## src/rtl/fir_pkg.sv

```systemverilog
package fir_pkg;

  // Full-precision result width for a sum of taps products.
  function automatic int acc_width(input int dw, input int cw, input int taps);
    return dw + cw + $clog2(taps);
  endfunction

  function automatic longint mag(input int v);
    return (v < 0) ? -longint'(v) : longint'(v);
  endfunction

endpackage

```

## src/rtl/fir_valid_pipe.sv

```systemverilog
module fir_valid_pipe #(
  parameter int DEPTH = 4
) (
  input  logic clk,
  input  logic rst,
  input  logic din,
  output logic dout
);

  logic [DEPTH-1:0] sh;

  always_ff @(posedge clk) begin
    if (rst) sh <= '0;
    else     sh <= {sh[DEPTH-2:0], din};
  end

  assign dout = sh[DEPTH-1];

endmodule

```

## src/rtl/fir_split_mul.sv

```systemverilog
module fir_split_mul #(
  parameter int DATA_W = 12,
  parameter int COEF_W = 10,
  parameter int COEF   = 1,
  localparam int P_W   = DATA_W + COEF_W
) (
  input  logic                     clk,
  input  logic                     rst,
  input  logic signed [DATA_W-1:0] x_in,
  output logic signed [P_W-1:0]    prod
);

  localparam int LO_W = DATA_W / 2;
  localparam int HI_W = DATA_W - LO_W;
  localparam int PL_W = COEF_W + LO_W + 1;
  localparam int PH_W = COEF_W + HI_W;
  localparam logic signed [COEF_W-1:0] C = COEF_W'(COEF);

  logic signed [PL_W-1:0] c_lo, x_lo, pp_lo_d, pp_lo;
  logic signed [PH_W-1:0] c_hi, x_hi, pp_hi_d, pp_hi;

  // First half: two narrow partial products.
  always_comb begin
    c_lo    = PL_W'(C);
    x_lo    = PL_W'({1'b0, x_in[LO_W-1:0]});
    c_hi    = PH_W'(C);
    x_hi    = PH_W'($signed(x_in[DATA_W-1:LO_W]));
    pp_lo_d = c_lo * x_lo;
    pp_hi_d = c_hi * x_hi;
  end

  always_ff @(posedge clk) begin
    if (rst) begin
      pp_lo <= '0;
      pp_hi <= '0;
    end else begin
      pp_lo <= pp_lo_d;
      pp_hi <= pp_hi_d;
    end
  end

  // Second half: recombine the registered halves.
  assign prod = (P_W'(pp_hi) <<< LO_W) + P_W'(pp_lo);

  logic primed;
  always_ff @(posedge clk) begin
    if (rst) primed <= 1'b0;
    else     primed <= 1'b1;
  end


  split_prod_chk: assert property (@(posedge clk) disable iff (rst)
    primed |-> (longint'(prod) == longint'($past(x_in)) * longint'(C)));

endmodule

```

## src/rtl/fir_tap_chain.sv

```systemverilog
module fir_tap_chain #(
  parameter int DATA_W = 12,
  parameter int P_W    = 22,
  parameter int ACC_W  = 25,
  parameter int TAPS   = 5,
  parameter int COEFS [TAPS] = '{-512, 37, 100, -1, 511}
) (
  input  logic                    clk,
  input  logic                    rst,
  input  logic signed [P_W-1:0]   prod [TAPS],
  output logic signed [ACC_W-1:0] acc
);

  logic signed [ACC_W-1:0] z [TAPS];

  // Reversed chain: the oldest tap enters at the far end.
  always_ff @(posedge clk) begin
    if (rst) begin
      for (int k = 0; k < TAPS; k++) z[k] <= '0;
    end else begin
      for (int k = 0; k < TAPS - 1; k++) z[k] <= ACC_W'(prod[k]) + z[k+1];
      z[TAPS-1] <= ACC_W'(prod[TAPS-1]);
    end
  end

  assign acc = z[0];

  function automatic longint abs_sum();
    longint s = 0;
    for (int k = 0; k < TAPS; k++) s += fir_pkg::mag(COEFS[k]);
    return s;
  endfunction

  localparam longint BOUND = abs_sum() * (longint'(1) << (DATA_W - 1));


  acc_range_chk: assert property (@(posedge clk) disable iff (rst)
    (longint'(acc) <= BOUND) && (longint'(acc) >= -BOUND));

endmodule

```

## src/rtl/fir_transposed_pipe.sv

```systemverilog
module fir_transposed_pipe #(
  parameter int DATA_W = 12,
  parameter int COEF_W = 10,
  parameter int TAPS   = 5,
  parameter int COEFS [TAPS] = '{-512, 37, 100, -1, 511},
  parameter bit IN_REG  = 1'b1,
  parameter bit OUT_REG = 1'b1,
  localparam int ACC_W = fir_pkg::acc_width(DATA_W, COEF_W, TAPS)
) (
  input  logic                     clk,
  input  logic                     rst,
  input  logic                     in_valid,
  input  logic signed [DATA_W-1:0] in_data,
  output logic                     out_valid,
  output logic signed [ACC_W-1:0]  out_data
);

  localparam int P_W   = DATA_W + COEF_W;
  localparam int LAT   = 2 + int'(IN_REG) + int'(OUT_REG);
  localparam int FLUSH = TAPS + LAT;

  logic signed [DATA_W-1:0] x_gated, x_s;
  logic signed [P_W-1:0]    prod [TAPS];
  logic signed [ACC_W-1:0]  acc;

  assign x_gated = in_valid ? in_data : '0;

  generate
    if (IN_REG) begin : g_in_reg
      always_ff @(posedge clk) begin
        if (rst) x_s <= '0;
        else     x_s <= x_gated;
      end
    end else begin : g_in_wire
      assign x_s = x_gated;
    end
  endgenerate

  generate
    for (genvar k = 0; k < TAPS; k++) begin : g_tap
      fir_split_mul #(
        .DATA_W(DATA_W),
        .COEF_W(COEF_W),
        .COEF  (COEFS[k])
      ) u_mul (
        .clk (clk),
        .rst (rst),
        .x_in(x_s),
        .prod(prod[k])
      );
    end
  endgenerate

  fir_tap_chain #(
    .DATA_W(DATA_W),
    .P_W   (P_W),
    .ACC_W (ACC_W),
    .TAPS  (TAPS),
    .COEFS (COEFS)
  ) u_chain (
    .clk (clk),
    .rst (rst),
    .prod(prod),
    .acc (acc)
  );

  generate
    if (OUT_REG) begin : g_out_reg
      always_ff @(posedge clk) begin
        if (rst) out_data <= '0;
        else     out_data <= acc;
      end
    end else begin : g_out_wire
      assign out_data = acc;
    end
  endgenerate

  fir_valid_pipe #(.DEPTH(LAT)) u_vpipe (
    .clk (clk),
    .rst (rst),
    .din (in_valid),
    .dout(out_valid)
  );

  // Cycles since reset, saturating at LAT.
  logic [$clog2(LAT+1)-1:0] since_rst;
  always_ff @(posedge clk) begin
    if (rst)                         since_rst <= '0;
    else if (int'(since_rst) < LAT)  since_rst <= since_rst + 1'b1;
  end


  latency_chk: assert property (@(posedge clk) disable iff (rst)
    (int'(since_rst) == LAT) |-> (out_valid == $past(in_valid, LAT)));

  // Consecutive cycles with no nonzero valid sample, saturating at FLUSH.
  logic [$clog2(FLUSH+1)-1:0] zrun;
  always_ff @(posedge clk) begin
    if (rst)                         zrun <= '0;
    else if (in_valid && in_data != '0) zrun <= '0;
    else if (int'(zrun) < FLUSH)     zrun <= zrun + 1'b1;
  end


  zero_flush_chk: assert property (@(posedge clk) disable iff (rst)
    (int'(zrun) == FLUSH) |-> (out_data == '0));

endmodule

```

## config.mk

```make
export PLATFORM = sky130hd
export DESIGN_NAME = fir_transposed_pipe
export DESIGN_NICKNAME = d
export VERILOG_FILES = /design/src/rtl/fir_pkg.sv /design/src/rtl/fir_valid_pipe.sv /design/src/rtl/fir_split_mul.sv /design/src/rtl/fir_tap_chain.sv /design/src/rtl/fir_transposed_pipe.sv
export SDC_FILE = /design/constraint.sdc
export NUM_CORES = 1
export LEC_CHECK = 0
export BUFFER_PORTS_ARGS = -buffer_cell sky130_fd_sc_hd__buf_2
export CAP_MARGIN = 20
export CORE_MARGIN = 2
export CORE_UTILIZATION = 45
export CTS_BUF_LIST = sky130_fd_sc_hd__clkbuf_4 sky130_fd_sc_hd__clkbuf_8 sky130_fd_sc_hd__clkbuf_16
export DETAILED_ROUTE_END_ITERATION = 10
export GPL_TIMING_DRIVEN = 0
export PLACE_DENSITY = 0.62
export SLEW_MARGIN = 40
export SYNTH_ARGS = -nofsm -noshare
export SYNTH_HDL_FRONTEND = slang
export SYNTH_SLANG_ARGS = --single-unit
```

## constraint.sdc

```tcl
create_clock -name clk -period 5.5 [get_ports clk]
set_clock_uncertainty 0.2 [all_clocks]
set_input_delay 1.1 -clock clk [delete_from_list [all_inputs] [get_ports clk]]
set_output_delay 1.1 -clock clk [all_outputs]
set_load 0.005 [all_outputs]
```

==> results of run 1 <==
-- layout by cell type, fill, tap and decap left out, drive strengths merged, types with 7 or more instances in the layout --
cell	n
a31o	7
nand2	68
inv	124
buf	53
a31oi	16
o21a	18
fa	42
nand4	12
mux2	11
nor2	196
xor2	56
clkinv	7
xnor2	87
nor2b	116
and2	21
nand2b	29
a211oi	21
nor3	39
ha	274
dfxtp	257
o211ai	8
nor3b	8
a21oi	108
and3	9
a21o	60
o21bai	17
nand3	28
a21boi	10
o21ai	78
clkbuf	59
-- kinds of logic (layout without fill, tap and decap cells) --
family / Yosys count / count (layout) / share of synthesized area [%]
flip-flops: 257 / 257 / 30.7
XOR/XNOR: 143 / 143 / 7.47
AO/OA/AOI/OAI: 386 / 386 / 15.6
AND/OR/NAND/NOR: 550 / 550 / 16.3
adder cells (fa/ha/maj): 316 / 316 / 25.5
buffers and inverters: 157 / 252 / 3.52
multiplexers: 13 / 13 / 0.955
-- report_power, final --
group	total (mW)	leakage (nW)	internal, mW	switching (mW)
sequential	2.21	2.11	2.09	0.114
combinational	1.62	6.41	0.678	0.944
clock	2.07	0.505	1.26	0.812
-- flip-flops by register name, indices dropped and copies added, names as in the netlist --
| signal | count |
|---|---|
| out_data | 25 |
| g_tap.u_mul.pp_lo | 44 |
| x_s | 12 |
| u_vpipe.sh | 4 |
| g_tap.u_mul.pp_hi | 50 |
| u_chain.z | 122 |
-- final timing paths --
kind	cells past startpoint	end	start	slack (ps)
setup reg to reg	14	g_tap[4].u_mul.pp_hi[14]	x_s[8]	500
setup / recovery	14	g_tap[4].u_mul.pp_hi[14]	x_s[8]	500
hold / removal	1	u_chain.z[0][3]	u_chain.z[1][3]	230
hold reg to reg	1	u_chain.z[0][3]	u_chain.z[1][3]	230
-- layer usage --
layer	track usage [%]	wire length (microns)	vias to the layer above
met5	0	0	-
met4	6.49	1230	0
met3	2.97	1600	71
met2	37.0	18900	245
met1	26.9	18700	5912
li1	-	-	6455
-- cell type report --
cell class	instances	area share [%]
multi-input cells	1408	59.3
flip-flops and latches	257	27.6
clock buffers	33	4.16
well taps	468	3.14
inverters	119	2.40
clock inverters	21	1.45
repair buffers	41	1.14
plain buffers	38	0.813
-- worst reg2reg max path: cells and delay by family, from the launching register on --
family,cells,cell delay (ps)
fa+ha+maj,5,2420
compound gates,4,1150
flops,1,620
simple gates,2,200
xor+xnor,1,160
buf+inv,2,130
-- metrics by stage --
step	worst slack [ps]	power (mW)	hold WS [ps]	util [%]
final	502	5.90	229	50.7
after global routing	164	6.24	248	50.7
after CTS	474	5.94	232	50.7
after detailed placement	503	3.85	220	47.9
after global placement	503	3.82	216	47.8
after floorplan	951	3.45	214	-
==> results.cfg, run 1 <==
[global_route]
grt_overflow_total = 0
grt_usage_pct = 21.1
grt_pass1_vias = 12546
grt_max_degree = 15
grt_pass1_wl_microns = 64200
antenna_found_initial = 0

[yosys]
yosys_most_used_dff = dfxtp_1
synth.largest_area_cell = dfxtp_1
synth.distinct_cells = 80
ys_async_sr_fraction_pct = 0
synth_nets = 2153
yosysWarnings = 0
synthCells = 1822
synth_seq_cells = 257
synth_edf_count = 0
seq_area_frac_synth_pct = 30.7
yosysMostFrequentCell = ha_1
synth_area_sq_mm = 0.0168
synthTopCellsByArea = dfxtp_1, ha_1, fa_1
yosys.area.top_type_share_pct = 30.7
avgSynthCellArea_sq_um = 9.20
synthTopCellsByCount = ha_1, dfxtp_1, nor2_1

[critical_path]
critPathSlowestCell = dfxtp_1
critical-path-top-delay-family = adder cells
crit_buf_inv = 2
crit_chain = fa_1 > ha_1 > inv_1 > fa_1 > inv_1 > fa_1 > fa_1 > a21o_1 > a221o_1 > a2111oi_0 > nor3_1 > a31oi_1 > xor2_1 > nor2_1
worstPathRequired_ps = 5730
cp_max_fo = 9
worstSetupPathType = reg2reg
critPathCaptureType = flip-flop
start_kind = flip-flop
max_stage_delay_ps = 620
crit_path_frequent_cell = fa_1
arrival_ps = 5230

[sta]
finalMaxSlewViolations = 0
rsz0062_at_grt = false
worstMarginPinSlew_ps = 815
maxSlewHeadroom_pct = 45.7
period_needed_ps = 5000
timing.final.crit_share_pct = 90.9
tns_ps = 0
max_freq_mhz = 200
setup_viol = 0
finalHoldViolations = 0

[placed_design]
place_congestion = 0.898
dp_hpwl_microns = 32200
io_buffers = 40
dp.cells = 2330
place_area_sq_mm = 0.0176

[clock_tree]
clk_pin_slew_ps = 60
clock_latency_ps = 570
cts-resized-gates = 0
cts-root-buf = clkbuf_16
postCtsSetupBuffers = 0
cts_buffer_depth = 3
cts_made_buffers = 29
cts_sinks = 257
postCtsHoldBufs = 0
htreeDepth = 1
cts_tree = done

[layout]
area_growth_pct = 11.0
finish.instance_area_sq_mm = 0.0186
fillers = 3372
nets = 2225
drive_above_1_share_pct = 7.56
stdcell_count = 2385
antenna_cells = 0
seqCellArea_sq_mm = 0.00514
multi_input_area_sq_mm = 0.0110

[outcome]
status = complete, no violations

[floorplanning]
dieWidth_microns = 197
die_h_microns = 197
num_rows = 70
fp.coreArea_sq_mm = 0.0367
start_util_pct = 45.7
die_area_sq_mm = 0.0388
num_io_pins = 41

[route]
drc = 0
drtIter0Drc = 565
num_vias = 12683
drtAntennaViolNets = 0
firstDrtPassIters = 5
routedWlPerCell_microns = 17.0
vias_per_cell = 5.32
wl_microns = 40400

[power]
peakVddDrop_uv = 242
p_leak_nw = 9.03
powerDensity_mw_per_mm2 = 317

[flow_run]
cap_violations = 0

[min_path]
hp-class = reg2reg
No activity file was read; power rests on OpenSTA's default activity.
==> run 2, diff against run 1 <==
Settings changed: RECOVER_POWER set to 50.
==> run 2 against run 1 <==
Worst setup slack got worse by 60 ps. Register-to-register slack worse by 60 ps. Total power is essentially flat. Hold slack is essentially flat. Clock power about the same. Design area down 0.16%. Count of clock-buffer cells in the layout unchanged. Critical path depth unchanged. Sequential share of layout area about the same. Sequential power about the same.
==> results.cfg, run 2 (synthesis gave the netlist of run 1 again) <==
[clock_tree]
cts_tree = done
cts_sinks = 257
cts-resized-gates = 0
cts-root-buf = clkbuf_16
clk_pin_slew_ps = 60
cts_made_buffers = 29
cts_buffer_depth = 3
postCtsSetupBuffers = 0
clock_latency_ps = 570
htreeDepth = 1
postCtsHoldBufs = 0

[placed_design]
pre_cts_ws_ps = 503
io_buffers = 40
place_congestion = 0.898
place_area_sq_mm = 0.0176
dp_hpwl_microns = 32200

[layout]
mostFrequentLayoutCells = ha_1, dfxtp_1, nor2_1
area_growth_pct = 10.8
finish.instance_area_sq_mm = 0.0186
biggestRegsByFlops = u_chain.z: 122 flops, g_tap.u_mul.pp_hi: 50 flops, g_tap.u_mul.pp_lo: 44 flops
nets = 2225
largest_reg_flops = 122
layout_commonest_cell = ha_1
antenna_cells = 0
drive_above_1_share_pct = 6.57
fillers = 3379
finish.utilization_pct = 50.7
regMostFlops = u_chain.z

[sta]
finalHoldViolations = 0
period_needed_ps = 5060
max_freq_mhz = 198
worstMarginPinSlew_ps = 1200
timing.final.crit_share_pct = 91.9
setup_viol = 0
tns_ps = 0
layout_setup_ws_ps = 443
rsz0062_at_grt = false
hold_ws_ps = 229
maxSlewHeadroom_pct = 20.2
finalMaxSlewViolations = 0

[route]
drtIter0Drc = 513
firstDrtPassIters = 5
num_vias = 12727
drtAntennaViolNets = 0
vias_per_cell = 5.34
drc = 0
routedWlPerCell_microns = 17.0
wl_microns = 40500

[critical_path]
arrival_ps = 5290
worstPathRequired_ps = 5730
crit_buf_inv = 2
max_stage_delay_ps = 630
critical-path-top-delay-family = adder cells
worstSetupPathType = reg2reg
critPathCaptureType = flip-flop
crit_path_frequent_cell = fa_1
cp_max_fo = 9
crit_chain = fa_1 > ha_1 > inv_1 > fa_1 > inv_1 > fa_1 > fa_1 > a21o_1 > a221o_1 > a2111oi_0 > nor3_1 > a31oi_1 > xor2_1 > nor2_1
start_kind = flip-flop
critPathSlowestCell = dfxtp_1

[flow_run]
cap_violations = 0

[global_route]
grt_usage_pct = 21.1
grt_overflow_total = 0
grt_max_degree = 15
grt_pass1_wl_microns = 64200
antenna_found_initial = 0
grt_pass1_vias = 12546

[power]
powerDensity_mw_per_mm2 = 317
p_sw_share_pct = 31.7
p_leak_nw = 8.95
p_switching_mw = 1.87
p_comb_share_pct = 27.5
internal_power_mw = 4.03
seqPwrFrac_pct = 37.5
clkPwrFrac_pct = 35.1
peakVddDrop_uv = 243

[floorplanning]
dieWidth_microns = 197
fp.coreArea_sq_mm = 0.0367
die_area_sq_mm = 0.0388
num_io_pins = 41
num_rows = 70
die_h_microns = 197
start_util_pct = 45.7

[min_path]
hp-class = reg2reg

[outcome]
status = complete, no violations
## run 2: stage by stage
| step | std cells | power, mW |
|---|---|---|
| 4_1_cts | 2384 | 5.94 |
| 6_report | 2385 | 5.90 |
| 2_1_floorplan | 1822 | 3.45 |
| 3_3_place_gp | 2330 | 3.82 |
| 3_5_place_dp | 2330 | 3.85 |
| 5_1_grt | 2385 | 6.24 |
## run 2: cell type report
class                           instances  area [sq um]  area share, %
Multi-Input combinational cell       1408         11000           59.4
Sequential cell                       257          5140           27.7
Clock buffer                           33           774           4.17
Tap cell                              468           586           3.15
Inverter                              119           447           2.40
Clock inverter                         21           270           1.45
Timing Repair Buffer                   41           189           1.02
Buffer                                 38           144          0.774
## run 2: power groups by stage
stage	clock (mW)	combinational (mW)	sequential, mW
2_1_floorplan	0	1.24	2.21
3_3_place_gp	0	1.58	2.25
3_5_place_dp	0	1.60	2.25
4_1_cts	2.11	1.62	2.21
5_1_grt	2.19	1.82	2.23
6_report	2.07	1.62	2.21
## run 2: per-layer routing
metal  track usage (%)  share of wire, %  vias to the layer above
met4              6.49               3.1                        0
met5                 0                 0                        -
met2              37.0                47                      224
met3              2.97               4.0                       75
met1              26.9                46                     5967
li1                  -                 -                     6461
## run 2: path summary, 6_finish.rpt
check / start / cells after the start / slack [ps] / end
worst max-delay path: x_s[8] / 14 / 440 / g_tap[4].u_mul.pp_hi[14]
worst max register to register: x_s[8] / 14 / 440 / g_tap[4].u_mul.pp_hi[14]
worst min register to register: u_chain.z[1][3] / 1 / 230 / u_chain.z[0][3]
worst min-delay path: u_chain.z[1][3] / 1 / 230 / u_chain.z[0][3]
## run 2: worst register-to-register path: cells and delay by family (launching register included)
| kind | cells | cell delay (ps) |
|---|---|---|
| AO/OA/AOI/OAI | 4 | 1190 |
| AND/OR/NAND/NOR | 2 | 210 |
| adder cells (fa/ha/maj) | 5 | 2420 |
| flip-flops | 1 | 630 |
| buffers and inverters | 2 | 130 |
| XOR/XNOR | 1 | 160 |
